--- src/rtl/phy_mgmt_pkg.sv ---
package phy_mgmt_pkg;
  localparam int FRM_W    = 32;
  localparam int DATA_W   = 16;
  localparam int REG_AW   = 5;
  localparam int NUM_REGS = 1 << REG_AW;

  // frame field positions (decoded by the frame decoder)
  localparam int ST_LSB   = 30;
  localparam int OP_LSB   = 28;
  localparam int PA_LSB   = 23;
  localparam int RA_LSB   = 18;
  localparam int DONE_BIT = 16;

  localparam logic [1:0] ST_VALID = 2'b01;
  localparam logic [1:0] OP_WRITE = 2'b01;
  localparam logic [1:0] OP_READ  = 2'b10;

  // PHY register indices
  localparam int R_CTL = 0;
  localparam int R_STS = 1;
  localparam int R_ID1 = 2;
  localparam int R_ID2 = 3;
  localparam int R_ADV = 4;
  localparam int R_LPA = 5;

  // bit positions inside PHY registers
  localparam int CTL_RESET   = 15;
  localparam int CTL_AN_EN   = 12;
  localparam int CTL_RESTART = 9;
  localparam int STS_CAP_FD  = 14;
  localparam int STS_AN_DONE = 5;
  localparam int STS_AN_CAP  = 3;
  localparam int STS_LINK    = 2;
  localparam int ABL_FD100   = 8;

  typedef struct packed {
    logic              wr;
    logic              rd;
    logic [REG_AW-1:0] idx;
    logic [DATA_W-1:0] data;
  } frame_req_t;

  function automatic logic [DATA_W-1:0] phy_rst_val(int idx,
                                                    logic [DATA_W-1:0] id1,
                                                    logic [DATA_W-1:0] id2);
    logic [DATA_W-1:0] v;
    v = '0;
    case (idx)
      R_STS: begin
        v[STS_CAP_FD]  = 1'b1;
        v[STS_AN_DONE] = 1'b1;
        v[STS_AN_CAP]  = 1'b1;
      end
      R_ID1:   v = id1;
      R_ID2:   v = id2;
      R_ADV:   v[ABL_FD100] = 1'b1;
      default: v = '0;
    endcase
    return v;
  endfunction
endpackage

--- src/rtl/mgmt_frame_decode.sv ---
module mgmt_frame_decode
  import phy_mgmt_pkg::*;
#(
  parameter logic [4:0] PHY_ADDR = 5'd1
) (
  input  logic [FRM_W-1:0] word,
  output frame_req_t       req
);
  logic start_ok;
  logic addr_ok;
  logic [1:0] opc;

  always_comb begin
    start_ok = (word[ST_LSB +: 2] == ST_VALID);
    addr_ok  = (word[PA_LSB +: 5] == PHY_ADDR);
    opc      = word[OP_LSB +: 2];
    req.wr   = start_ok && addr_ok && (opc == OP_WRITE);
    req.rd   = start_ok && addr_ok && (opc == OP_READ);
    req.idx  = word[RA_LSB +: REG_AW];
    req.data = word[DATA_W-1:0];
  end
endmodule

--- src/rtl/phy_reg_bank.sv ---
module phy_reg_bank
  import phy_mgmt_pkg::*;
#(
  parameter logic [DATA_W-1:0] ID1 = 16'h7A10,
  parameter logic [DATA_W-1:0] ID2 = 16'h4C21
) (
  input  logic              clk,
  input  logic              rst_n,
  input  logic              wr_en,
  input  logic [REG_AW-1:0] idx,
  input  logic [DATA_W-1:0] wr_val,
  input  logic              link_in,
  input  logic              link_upd,
  output logic [DATA_W-1:0] rd_val
);
  logic [NUM_REGS-1:0][DATA_W-1:0] bank_q;
  logic [DATA_W-1:0] ctl_val;
  logic              restart_hit;

  // self-clearing control bits
  always_comb begin
    ctl_val = wr_val;
    if (wr_val[CTL_RESET]) begin
      ctl_val[CTL_RESET] = 1'b0;
      ctl_val[CTL_AN_EN] = 1'b1;
    end
    ctl_val[CTL_RESTART] = 1'b0;
    restart_hit = wr_en && (idx == REG_AW'(R_CTL)) && wr_val[CTL_RESTART];
  end

  for (genvar i = 0; i < NUM_REGS; i++) begin : g_ent
    localparam logic [DATA_W-1:0] RST_V = phy_rst_val(i, ID1, ID2);
    logic [DATA_W-1:0] ent_d;
    logic [DATA_W-1:0] ent_q;
    logic              ent_en;

    always_comb begin
      ent_d  = ent_q;
      ent_en = 1'b0;
      if (wr_en && (idx == REG_AW'(i))) begin
        ent_d  = (i == R_CTL) ? ctl_val : wr_val;
        ent_en = 1'b1;
      end
      if (i == R_STS) begin
        if (restart_hit) begin
          ent_d[STS_AN_DONE] = 1'b1;
          if (link_in) ent_d[STS_LINK] = 1'b1;
          ent_en = 1'b1;
        end
        if (link_upd) begin
          ent_d[STS_LINK] = link_in;
          ent_en = 1'b1;
        end
      end
      if (i == R_LPA) begin
        if (restart_hit && link_in) begin
          ent_d[ABL_FD100] = 1'b1;
          ent_en = 1'b1;
        end
        if (link_upd) begin
          ent_d[ABL_FD100] = link_in;
          ent_en = 1'b1;
        end
      end
    end

    always_ff @(posedge clk or negedge rst_n) begin
      if (!rst_n)      ent_q <= RST_V;
      else if (ent_en) ent_q <= ent_d;
    end

    assign bank_q[i] = ent_q;
  end

  assign rd_val = bank_q[idx];
endmodule

--- src/rtl/mgmt_cfg_reg.sv ---
module mgmt_cfg_reg #(
  parameter int          W       = 32,
  parameter logic [W-1:0] RO_MASK = 32'h0000_0300,
  parameter logic [W-1:0] RST_VAL = 32'h0000_0100
) (
  input  logic         clk,
  input  logic         rst_n,
  input  logic         wr_en,
  input  logic [W-1:0] wr_val,
  output logic [W-1:0] q
);
  logic [W-1:0] d;

  always_comb d = (wr_val & ~RO_MASK) | (q & RO_MASK);

  always_ff @(posedge clk or negedge rst_n) begin
    if (!rst_n)     q <= RST_VAL;
    else if (wr_en) q <= d;
  end
endmodule

--- src/rtl/link_watch.sv ---
module link_watch #(
  parameter int STAT_W = 16
) (
  input  logic              clk,
  input  logic              rst_n,
  input  logic              link_in,
  input  logic              stat_clr,
  output logic              link_upd,
  output logic [STAT_W-1:0] stat_q,
  output logic              evt_q
);
  logic              init_pend;
  logic              link_q;
  logic              chg;
  logic              lq_en;
  logic [STAT_W-1:0] stat_d;
  logic              stat_en;

  always_comb begin
    chg      = !init_pend && (link_in != link_q);
    lq_en    = init_pend || chg;
    link_upd = lq_en;
    stat_d   = stat_q;
    stat_en  = 1'b0;
    if (stat_clr) begin
      stat_d  = '0;
      stat_en = 1'b1;
    end
    if (chg) begin
      stat_d  = '1;
      stat_en = 1'b1;
    end
  end

  always_ff @(posedge clk or negedge rst_n) begin
    if (!rst_n) begin
      init_pend <= 1'b1;
      link_q    <= 1'b0;
      stat_q    <= '0;
      evt_q     <= 1'b0;
    end else begin
      if (init_pend) init_pend <= 1'b0;
      if (lq_en)     link_q    <= link_in;
      if (stat_en)   stat_q    <= stat_d;
      evt_q <= chg;
    end
  end
endmodule

--- src/rtl/phy_mgmt_port.sv ---
module phy_mgmt_port
  import phy_mgmt_pkg::*;
#(
  parameter logic [4:0]        PHY_ADDR = 5'd1,
  parameter logic [DATA_W-1:0] PHY_ID1  = 16'h7A10,
  parameter logic [DATA_W-1:0] PHY_ID2  = 16'h4C21
) (
  input  logic              clk,
  input  logic              rst_n,
  input  logic              wr_frame,
  input  logic              wr_cfg,
  input  logic [FRM_W-1:0]  wr_data,
  input  logic              link_up,
  input  logic              stat_clr,
  output logic [FRM_W-1:0]  frame_q,
  output logic [FRM_W-1:0]  cfg_q,
  output logic [DATA_W-1:0] mgmt_stat,
  output logic              stat_evt
);
  logic [1:0]        rst_sync;
  logic              core_rst_n;
  frame_req_t        req;
  logic [DATA_W-1:0] rd_val;
  logic              link_upd;
  logic [FRM_W-1:0]  frame_d;
  logic              frame_en;

  // asynchronous assertion, synchronous release
  always_ff @(posedge clk or negedge rst_n) begin
    if (!rst_n) rst_sync <= 2'b00;
    else        rst_sync <= {rst_sync[0], 1'b1};
  end
  assign core_rst_n = rst_sync[1];

  mgmt_frame_decode #(.PHY_ADDR(PHY_ADDR)) u_dec (
    .word (wr_data),
    .req  (req)
  );

  phy_reg_bank #(.ID1(PHY_ID1), .ID2(PHY_ID2)) u_bank (
    .clk      (clk),
    .rst_n    (core_rst_n),
    .wr_en    (wr_frame && req.wr),
    .idx      (req.idx),
    .wr_val   (req.data),
    .link_in  (link_up),
    .link_upd (link_upd),
    .rd_val   (rd_val)
  );

  mgmt_cfg_reg #(.W(FRM_W)) u_cfg (
    .clk    (clk),
    .rst_n  (core_rst_n),
    .wr_en  (wr_cfg),
    .wr_val (wr_data),
    .q      (cfg_q)
  );

  link_watch #(.STAT_W(DATA_W)) u_link (
    .clk      (clk),
    .rst_n    (core_rst_n),
    .link_in  (link_up),
    .stat_clr (stat_clr),
    .link_upd (link_upd),
    .stat_q   (mgmt_stat),
    .evt_q    (stat_evt)
  );

  always_comb begin
    frame_en = wr_frame;
    frame_d  = wr_data;
    frame_d[DONE_BIT] = 1'b1;
    if (req.rd) frame_d[DATA_W-1:0] = rd_val;
  end

  always_ff @(posedge clk or negedge core_rst_n) begin
    if (!core_rst_n)   frame_q <= '0;
    else if (frame_en) frame_q <= frame_d;
  end
endmodule

--- config.mk ---
export PLATFORM = sky130hd
export DESIGN_NAME = phy_mgmt_port
export DESIGN_NICKNAME = d
export VERILOG_FILES = /design/src/rtl/phy_mgmt_pkg.sv /design/src/rtl/mgmt_frame_decode.sv /design/src/rtl/phy_reg_bank.sv /design/src/rtl/mgmt_cfg_reg.sv /design/src/rtl/link_watch.sv /design/src/rtl/phy_mgmt_port.sv
export SDC_FILE = /design/constraint.sdc
export NUM_CORES = 1
export LEC_CHECK = 0
export BUFFER_PORTS_ARGS = -buffer_cell sky130_fd_sc_hd__buf_2
export CORE_UTILIZATION = 50
export DETAILED_ROUTE_END_ITERATION = 6
export GPL_ROUTABILITY_DRIVEN = 0
export GPL_TIMING_DRIVEN = 1
export PLACE_DENSITY = 0.67
export SLEW_MARGIN = 0
export SYNTH_ARGS = -nofsm -noshare
export SYNTH_HDL_FRONTEND = slang
export SYNTH_SLANG_ARGS = --single-unit
--- constraint.sdc ---
create_clock -name clk -period 39 [get_ports clk]
set_clock_uncertainty 0.05 [all_clocks]
set_input_delay 1.95 -clock clk [delete_from_list [all_inputs] [get_ports clk]]
set_output_delay 1.95 -clock clk [all_outputs]
set_load 0.05 [all_outputs]
==> summary.md, run 1 <==
The aggregate routed wire length was 64,200 microns; the maximum fanout along the worst path was 55. The most used flip-flop cell after synthesis was dfrtp_1. The run finished with clean final reports. The post-route netlist has 51.1% of its cells at a drive strength greater than 1. The run gives 0 as the number of setup violations in the final report. The finished layout holds 2,508 standard cells, fillers aside. The clock transition at the registers of the reported paths is 0.06 ns, and the detailed-route vias per instance is 6.08. For this run, the slowest stage of the critical path takes 1.09 ns.

The residual DRC count is 0, and the number of port buffers is 116. Detailed routing placed a total of 3610 microns of wire on met3. The run gives 119 as the count of pins on the block boundary.

The netlist uses 49 different library cells. Counting instances, the worst hold path has a depth of 0. The number of hold violations in the final report was 0; the average wire per cell in the routed design was 25.6 microns. The leakage power came out at 14.1 nW. For the worst setup path, the data arrival time is 5.81 ns. The overall track demand over capacity in global routing is 24.7%. The area inside the core boundary is 0.0515 sq mm, and the count of warnings emitted by yosys is 0. The tool flagged a number of max-cap violations equal to 0.

A synthesized cell averages 15.1 sq um. In this run, placement finished with an instance count of 2,398. The tools report the number of violations reported at the end of detailed-routing iteration 0 as 1,101. The CTS H-tree depth came out at 2. Buffers inserted during clock tree synthesis total 60. The total of hold buffers inserted after clock tree synthesis was 0. In the detailed route, the total length drawn on met2 is 30,500 microns. The most common cell after layout, fill and taps aside is mux2_2. Synthesis inferred 578 register bits.

Summed over all nets, the half-perimeter wirelength after detailed placement is 38,400 microns. The achievable clock frequency was 0.186 GHz; the count of pins over their slew limit was 0. Total number of nets in the final design: 1,818.

The die is 231 microns wide. Number of antenna violations at the first check in global routing: 1. The maximum number of pins on one net before global-route repair was 83; the number of antenna cells inserted was 0. Once detail routing completed, the nets flagged for antenna violations numbered 0.

The ratio of final minimum period to clock period is 13.8%. The setup path with the least slack is of type input pin to flop. The nature of the critical path endpoint was a flop.

In the final routing, the length of wire on met1 measures 28,700 microns. Count of TritonRoute iterations in the first routing pass: 5. TritonCTS built the clock tree.

The number of gates resized after CTS was 0. The initial utilization of the core area, before any placement, comes to 50.9%. Clock tree synthesis found a total of 578 sinks. On the critical path, the stage with the largest delay is an instance of a2111oi_0. In the synthesized netlist, the number of instances is 1,738. Summed over all layers, the global routing overflow is 0.

Total power for the finished layout comes to 1.28 mW. Setup repair after global routing left no endpoint under its margin. The share of the Yosys chip area taken by registers is 55.3%. Counting flops with an async set or reset pin after synthesis yields a share of 100%. The first global-routing pass estimated 99,000 microns of wire. CTS placed an instance of clkbuf_16 at the clock tree root.

The clock network latency to the later pin of the worst-skew pair came out at 0.63 ns. IR analysis of the VDD net gives a maximum drop of 0.0372 mV. From synthesis to final layout, the design area changed by 10.7%. The smallest clock period supported by the final layout is computed as 5.39 ns. The critical path goes through buf_8, buf_4, buf_4, mux2i_1, o22ai_1, a2111oi_0, o31ai_1. Across all layers, the routed design uses 15,253 vias.

The synthesized design contains 0 enable-type register cells. Once layout is done, the placed cells without fillers occupy 0.0290 sq mm. In this run the power density over the cells is 44.0 mW/mm^2. The critical path required time came out at 39.42 ns. The most numerous cell type found on the critical path is buf_4. Counting along the longest clock path gives a buffer depth of 3.

The die covers 0.0533 sq mm. STA classifies the critical path startpoint as an input pin. In this run the worst hold path is classified as flop to flop.

Summed over all failing endpoints, the final setup total negative slack is 0 ns. The number of placement rows was 83; the placed instance area was 0.0271 sq mm. The top routing layer in use is met4. The worst pin sits at a relative slew slack of 4.62%. The run gives 0.0262 sq mm as the post-synth design cell area. The library cells used most frequently in the layout, excluding fill and tap cells, are mux2_2, dfrtp_1, buf_2. The tools report the via count of the first global-routing pass as 15,844. The vertical extent of the die was 231 microns. The number of buffers inserted to repair setup after CTS is 0, and the depth of the worst register-to-register path is 3. For the pin with the worst max-slew slack, the measured transition is 1.39 ns.
[state kept, by name, indices dropped and copies added (netlist names)]
signal / count
u_bank.g_ent.ent_q: 510
frame_q: 32
u_cfg.q: 30
rst_sync: 2
u_link.evt_q: 1
u_link.init_pend: 1
u_link.link_q: 1
u_link.stat_q: 1
[cell usage after synthesis (all sizes together) (2+ instances only)]
library cell	number	area (sq um)
mux2	565	6360
dfrtp	562	14100
mux2i	108	1080
clkbuf	84	315
buf	83	505
mux4	82	1850
o22ai	36	225
nor2	35	159
a2111oi	23	201
nor2b	21	131
nand2	20	82.6
a31oi	16	100
dfstp	16	420
o31ai	16	120
nand3	11	85.1
a211oi	9	67.6
o221ai	9	78.8
nor3	7	67.6
nand2b	4	25.0
o21ai	4	20.0
inv	3	11.3
nor3b	3	38.8
nor4b	3	56.3
a221oi	2	17.5
and2	2	12.5
and3	2	12.5
conb	2	7.51
[stage by stage]
step | hold slack [ns] | worst slack [ns] | util, %
final | 0.298 | 33.61 | 56.3
after floorplan | 0.281 | 21.67 | -
after global routing | 0.308 | 33.46 | 56.3
after CTS | 0.300 | 33.73 | 56.3
after global placement | 0.283 | 33.06 | 52.5
after detailed placement | 0.287 | 33.06 | 52.5
[worst max-delay path, delay by kind of cell]
kind                   cells  cell delay (ns)
muxes                      1             0.28
buffers and inverters      3             2.13
AOI/OAI and AO/OA          3             1.33
[layer usage]
layer	global-route usage, %	up-vias
li1	-	6511
met1	34.8	8224
met2	39.1	435
met3	4.38	83
met4	7.06	0
met5	0	-
[final timing paths]
check,startpoint,to,slack [ns]
setup reg to reg,rst_sync[1]$_DFF_PN0_,u_bank.g_ent[12].ent_q[7]$_DFFE_PN0P_,35.01
hold reg to reg,rst_sync[0]$_DFF_PN0_,rst_sync[1]$_DFF_PN0_,0.30
min in group asynchronous,rst_sync[1]$_DFF_PN0_,u_bank.g_ent[28].ent_q[2]$_DFFE_PN0P_,0.44
hold / removal,rst_sync[0]$_DFF_PN0_,rst_sync[1]$_DFF_PN0_,0.30
setup / recovery,wr_data[19],frame_q[11]$_DFFE_PN0P_,33.61
max in group asynchronous,rst_sync[1]$_DFF_PN0_,u_bank.g_ent[12].ent_q[7]$_DFFE_PN0P_,35.01
[report_power, final]
part | switching, mW | internal [mW] | leakage, nW
clock network | 0.236 | 0.329 | 0.980
logic | 0.0760 | 0.0231 | 5.27
registers | 0.00587 | 0.607 | 7.87
total | 0.318 | 0.959 | 14.1
[final cells by class]
type	count	area [sq um]
Clock buffer	92	1790
Timing Repair Buffer	145	811
Multi-Input combinational cell	992	10900
Inverter	3	11.3
Clock inverter	18	170
Sequential cell	578	14500
Fill cell	4110	22500
Tap cell	680	851
[cells by family (layout without fill, tap and decap cells)]
group                     after synthesis  after routing  share of synthesized area [%]
muxes                                 755            755                           35.5
DFF                                   578            578                           55.3
buffers and inverters                 170            258                           3.18
AOI/OAI and AO/OA                     117            117                           3.23
and+or+nand+nor                       115            115                           2.79
other                                   2              4                         0.0287
xor gates and xnor gates                1              1                         0.0334
Note: power is estimated with default switching activity, not from simulation.
==> run 2: changes to the inputs <==
==> constraint.sdc (replaced) <==
create_clock -name clk -period 5.01 [get_ports clk]
set_clock_uncertainty 0.05 [all_clocks]
set_input_delay 0.2505 -clock clk [delete_from_list [all_inputs] [get_ports clk]]
set_output_delay 0.2505 -clock clk [all_outputs]
set_load 0.05 [all_outputs]
==> run 2 against run 1 <==
Against the previous run:
- core utilization grew 0.42 points
- cell count rose by 0.60%
- combinational power rose to 7.9 times the previous value
- cell area grew 0.75%
- die area unchanged
- clock power increased to 7.8 times the previous value
- sequential power rose to 7.8 times the previous value
==> summary.md, run 2 (synthesis results as in run 1) <==
The number of placed instances, taps included, is 2,397. The number of clock buffers added by TritonCTS is 60. The worst setup path is captured at a flop.

The worst slew slack as a fraction of its limit was 15.4%; the number of max-capacitance violations reported was 0. Global routing finished with a remaining overflow of 0. TritonCTS built the clock tree. Power comes to 9.98 mW. The run gives 119 as the count of pins on the block boundary. At the pin with the least slew margin, the transition time is 1.27 ns. The tree is rooted in a clkbuf_16. The H-tree was split into 2 levels. The flip-flop count of the largest register, all copies and words added was 510; the maximum root-to-sink buffer count was 3.

Dividing the detail-routed wire length by the instance count gives 24.8 microns. The number of setup violations in the final report was 0. More flip-flops sit in one register than any other, and that register is u_bank.g_ent.ent_q. The tools report the total number of nets in the final design as 1,832.

Clock transition at the registers of the reported paths: 0.07 ns. The start-to-end type of the worst setup path was input pin to flop. At the placement stage, the worst setup path has a slack of 1.33 ns. The number of violations reported at the end of detailed-routing iteration 0 is 1,147.

The logs give 2,523 for the post-route non-filler standard cell count and 0.0145 sq mm for the sequential cell area. The number of port buffers is 116, and the largest vdd supply drop is 0.254 mV. Across every metal layer, demand over resource in global routing totals 24.3%. The worst hold path begins at wr_data[9]. The maximum fanout along the worst path came out at 22. Row generation in the floorplan step produced 83 rows. The logs give 1.91 ns for the worst path setup slack after routing and 50.9% for the initial core utilization.

Entering global routing, the biggest net connects 178 pins. The detailed-route vias per instance was 6.04; the number of hold violations in the final report was 0. Dividing total power by cell area gives a power density of 341 mW/mm^2.

The post-layout minimum cycle time was 3.10 ns. For the residual DRC count, the log shows 0. The largest registers in the layout are u_bank.g_ent.ent_q x510, frame_q x32, u_cfg.q x30. The ratio of final minimum period to clock period was 61.9%. Path class of the lowest-slack min-delay path: input pin to flop.

The post-route netlist has 50.5% of its cells at a drive strength greater than 1. The critical path launch point is wr_data[20]. The via count of the first global-routing pass was 16,194.

Across all layers, the routed design uses 15,227 vias. The logs give 0.63 ns for the clock network latency to the later pin of the worst-skew pair and 3.58 ns for the critical path arrival. The overall die area is 0.0533 sq mm, and the count of TritonRoute iterations in the first routing pass is 5. Setup repair after global routing left no endpoint under its margin. For the count of instances resized after the clock tree is built, the log shows 0. In the layout the commonest cells are mux2_2, dfrtp_1, buf_2. The startpoint identified for the worst register-to-register timing path is u_bank.g_ent[12].ent_q[0]$_DFFE_PN0P_. The number of antenna diodes in the final layout is 0. For the number of sinks on the clock net, the log shows 578. The most common cell after layout, fill and taps aside is mux2_2. Based on the critical path, the design can be clocked at up to 0.323 GHz. The tools report the number of antenna violations at the first check in global routing as 1.

Summing all multi-input logic gate instances after layout gives 0.0109 sq mm. The first global-routing pass estimated 98,600 microns of wire. Once detail routing completed, the nets flagged for antenna violations numbered 0. For the worst setup path, the data required time is 5.49 ns. The flow ran to the end, and the final reports show no timing, DRC or antenna violations. The count of fill cells added during filler insertion was 4,054; the die span in x was 231 microns. The count of pins over their slew limit is 0.

The vertical extent of the die is 231 microns, and the area inside the core boundary is 0.0515 sq mm. From synthesis to final layout, the design area changed by 11.6%. The final layout contains routed wiring with a total length of 62,700 microns.

The worst setup path is launched from an input pin. The logs give 14.2 nW for the leakage power and 37,400 microns for the total half-perimeter wirelength after legalization and detailed placement.
-- run 2: changes by cell type in the layout (fill, tap and decap cells not counted), sizes merged --
cell         previous run  this run
dlygate4sd3             0        15
clkbuf                 92        97
buf                   145       144
clkinv                 14         8
clkinvlp                0         2
-- run 2: layer usage --
metal / track usage [%] / vias to the layer above / share of wire [%]
li1: - / 6552 / -
met5: 0 / - / 0.016
met4: 6.29 / 2 / 2.2
met1: 34.5 / 8142 / 45
met2: 38.5 / 441 / 47
met3: 4.51 / 90 / 5.5
-- run 2: worst max-delay path, cell delays in order --
cell       delay [ns]
buf_2            0.27
nor2b_1          1.03
nand2b_1         1.01
o22ai_1          0.46
a2111oi_0        0.21
o31ai_1          0.31
-- run 2: stage by stage --
stage	hold slack (ns)	util, %	setup TNS [ns]	cell area [sq um]
finish	0.134	56.7	0	29200
global route	0.170	56.7	0	29200
CTS	0.0889	56.7	0	29200
detailed placement	-0.0102	52.6	0	27100
global placement	-0.0128	52.6	0	27100
floorplan	-0.0951	-	-359.73	26200
-- run 2: timing repair --
| action | 4_1_cts | 5_1_grt |
|---|---|---|
| hold buffers | 15 | 0 |
| hold endpoints to repair | 28 | 0 |
| buffers inserted | 0 | 0 |
-- run 2: area by class of cell --
type | count | share of cell area, %
Multi-Input combinational cell | 992 | 37.3
Inverter | 3 | 0.0385
Timing Repair Buffer | 159 | 3.48
Clock buffer | 97 | 6.30
Clock inverter | 14 | 0.454
Sequential cell | 578 | 49.6
Tap cell | 680 | 2.91
-- run 2: final timing paths --
path,endpoint,slack (ns),depth (start not counted)
max in group asynchronous,u_bank.g_ent[31].ent_q[9]$_DFFE_PN0P_,3.30,1
min in group asynchronous,u_bank.g_ent[23].ent_q[3]$_DFFE_PN0P_,0.27,0
hold reg to reg,u_bank.g_ent[23].ent_q[3]$_DFFE_PN0P_,0.27,0
setup / recovery,frame_q[0]$_DFFE_PN0P_,1.91,6
hold / removal,u_bank.g_ent[1].ent_q[5]$_DFFE_PN1P_,0.13,3
setup reg to reg,frame_q[0]$_DFFE_PN0P_,2.58,4
-- run 2: power breakdown --
part           internal (mW)  switching (mW)
Clock                   2.60            1.83
Combinational          0.187           0.591
Sequential              4.73          0.0447
==> run 3: changes to the inputs <==
==> constraint.sdc (replaced) <==
create_clock -name clk -period 3 [get_ports clk]
set_clock_uncertainty 0.05 [all_clocks]
set_input_delay 0.15 -clock clk [delete_from_list [all_inputs] [get_ports clk]]
set_output_delay 0.15 -clock clk [all_outputs]
set_load 0.05 [all_outputs]
==> run 3 against run 2 <==
Against the previous run:
- wire length is 0.15% lower
- first-iteration DRC count is 8.9% lower
- clock power is 63% higher
- combinational power is 75% higher
- sequential power is 67% higher
- largest cell class unchanged
- count of clock-buffer cells in the layout is 6 lower
==> summary.md, run 3 (synthesis results as in run 1) <==
For this run, design rule violations remaining after detail routing come to 0. For the total number of nets in the final design, the log shows 1,900. After global routing the overflow that remains totals 0. Port buffering added 116 buffers. The start point of the worst min-delay path is wr_data[5]. For this design, the sink count on the clock tree is 578.

The HPWL after detailed placement is 40,100 microns. Kind of cell adding the most delay to the critical path: simple AND/OR/NAND/NOR gates. The tools report the number of violations reported at the end of detailed-routing iteration 0 as 1,045. The largest register by flop count is u_bank.g_ent.ent_q. The run gives 0 as the number of hold violations in the final report. In this run the number of cells on the critical path is 7. The transition time of the tightest slew-check pin was 1.18 ns; the maximum fanout along the worst path was 16. Entering global routing, the biggest net connects 96 pins.

In this run the clock root is driven by a clkbuf_16. The design draws 16.5 mW. The run finished with clean final reports.

The placed instance area was 0.0277 sq mm. The logs give 14.5 nW for the leakage power and 0 for the count of pins over their slew limit. For this run, the top clock speed supported by timing is 0.372 GHz.

The tools report the maximum root-to-sink buffer count as 3. The sort of element at the start of the critical path is an input pin. The depth of the worst register-to-register path is 5, and the number of antenna cells inserted is 0. The tools report the critical path arrival as 3.14 ns. TritonCTS built the clock tree.

The area inside the core boundary is 0.0515 sq mm, and the remaining antenna violation count is 0. Setup violations remaining at the end of the flow were counted as 0. Across all register-to-register paths, the minimum setup slack is 0.37 ns. The start-to-end type of the worst setup path was input pin to flop. The CTS H-tree depth came out at 2. The largest registers in the layout are u_bank.g_ent.ent_q x510, frame_q x32, u_cfg.q x30.

The via count of the first global-routing pass came out at 16,329. The number of buffer and inverter instances along the worst setup path came out at 2. The top cell types in the final layout, fill and taps aside, are mux2_2, dfrtp_1, buf_2. The tools report the largest vdd supply drop as 0.435 mV.

Path class of the lowest-slack min-delay path: input pin to flop. Counting the buffers created by CTS gives 59. Dividing the detail-routed via count by the number of cells gives 5.98. The worst setup path is captured at a flop. The clock network latency to the later pin of the worst-skew pair came out at 0.63 ns. Registers take 0.0145 sq mm. The count of pins on the block boundary is 119.

For the aggregate routed wire length, the log shows 62,600 microns. The ratio of final minimum period to clock period was 89.6%. The detailed router placed 15,476 vias in this run.

Hold-critical path endpoint: u_bank.g_ent[1].ent_q[5]$_DFFE_PN1P_. In the final routed layout, each cell accounts on average for 24.2 microns. The count of cells along the worst hold path was 3; the initial core utilization was 50.9%. The run gives 0 as the number of antenna violations at the first check in global routing. The cell with the biggest individual delay on the critical path is nand3_2. The largest single stage delay on the critical path is 0.56 ns. The number of placement rows came out at 83. Setup repair after global routing left no endpoint under its margin. Area added between synthesis and finish: 13.6%.

Count of instances resized after the clock tree is built: 0. The die span in x works out to 231 microns. The logs give 0.0298 sq mm for the cell area after layout and 0.0533 sq mm for the overall die area. In this run the tightest slew margin relative to its limit is 19.0%. The tools report the count of fill cells added during filler insertion as 4,023.

The signal on the critical path passes through dlygate4sd3_1, buf_2, nand4bb_1, nor2_2, and3_1, nand3_2, mux2_2. For this run, the share of the core covered by cells in the final layout is 57.8%. After clock tree synthesis, the clock-pin slew on the worst setup and hold paths is 0.06 ns. The critical path required time was 3.45 ns. Before antenna repair, the detailed router went through 5 iterations. Cell area power density: 556 mW/mm^2.

Most common cell after layout, fill and taps aside: mux2_2. The register with the most flip-flops in the layout has 510 of them. The run gives 0.0109 sq mm as the area used by multi-input combinational logic. The first global-routing pass estimated 99,500 microns of wire. The worst register-to-register path begins at u_bank.g_ent[30].ent_q[8]$_DFFE_PN0P_.

Global routing used 24.4% of the available tracks across all layers. Vertical extent of the die: 231 microns. Of the cells placed in the final design, the portion with a size suffix greater than 1 is 52.3%. The tools report the endpoint of the worst-slack reg-to-reg timing path as frame_q[8]$_DFFE_PN0P_. The tools report the number of max-capacitance violations reported as 0. The routed design could run at a clock period as short as 2.69 ns.
## run 3: timing repair
item                                   in CTS  in global routing
setup endpoints to repair                   0                  0
endpoints found under the hold margin      29                  0
hold buffers                               16                  0
setup buffers                               0                  0
## run 3: layout make-up
class	instances	share of cell area [%]
clock buffer	91	5.87
tap	680	2.86
multi-input combinational	992	36.6
sequential	578	48.7
timing repair buffer	228	5.46
clock inverter	18	0.521
inverter	3	0.0378
## run 3: routing by layer
layer  GRT usage, %  wire length [microns]  vias up
met2           39.1                  29900      405
met3           3.88                   2880       93
met1           34.9                  28700     8289
li1               -                      -     6689
met5              0                      0        -
met4           5.82                   1150        0
## run 3: how the worst max path moves through the flow
stage | slack (ns) | to | startpoint
after CTS | 0.44 | u_bank.g_ent[28].ent_q[2]$_DFFE_PN0P_ | wr_data[25]
final | 0.31 | u_bank.g_ent[28].ent_q[2]$_DFFE_PN0P_ | wr_data[26]
after detailed placement | 0.17 | frame_q[8]$_DFFE_PN0P_ | wr_data[18]
after global routing | 0.29 | u_bank.g_ent[28].ent_q[0]$_DFFE_PN0P_ | wr_data[26]
after global placement | 0.16 | frame_q[8]$_DFFE_PN0P_ | wr_data[21]
after floorplan | -2.65 | frame_q[0]$_DFFE_PN0P_ | rst_sync[1]$_DFF_PN0_
## run 3: metrics by stage
stage               instances  hold WS (ns)  setup TNS, ns  setup slack, ns
floorplan                1740        -0.196       -1504.41            -2.65
global placement         2465        -0.113              0            0.157
detailed placement       2465        -0.113              0            0.175
CTS                      2590        0.0136              0            0.435
global route             2590        0.0671              0            0.287
finish                   2590        0.0572              0            0.313
## run 3: power breakdown
group          switching (mW)  leakage (nW)  total, mW  internal (mW)
registers              0.0698          7.87       7.97           7.90
clock network            3.06         0.948       7.22           4.16
logic                   0.995          5.71       1.36          0.360
total                    4.12          14.5       16.5           12.4
## run 3: worst register-to-register path, cell delays in order, from the launching register on
cell and delay, ns:
dfrtp_1 0.38, mux4_2 0.46, mux2_2 0.31, a2111oi_0 0.98, buf_4 0.25, o31ai_1 0.06
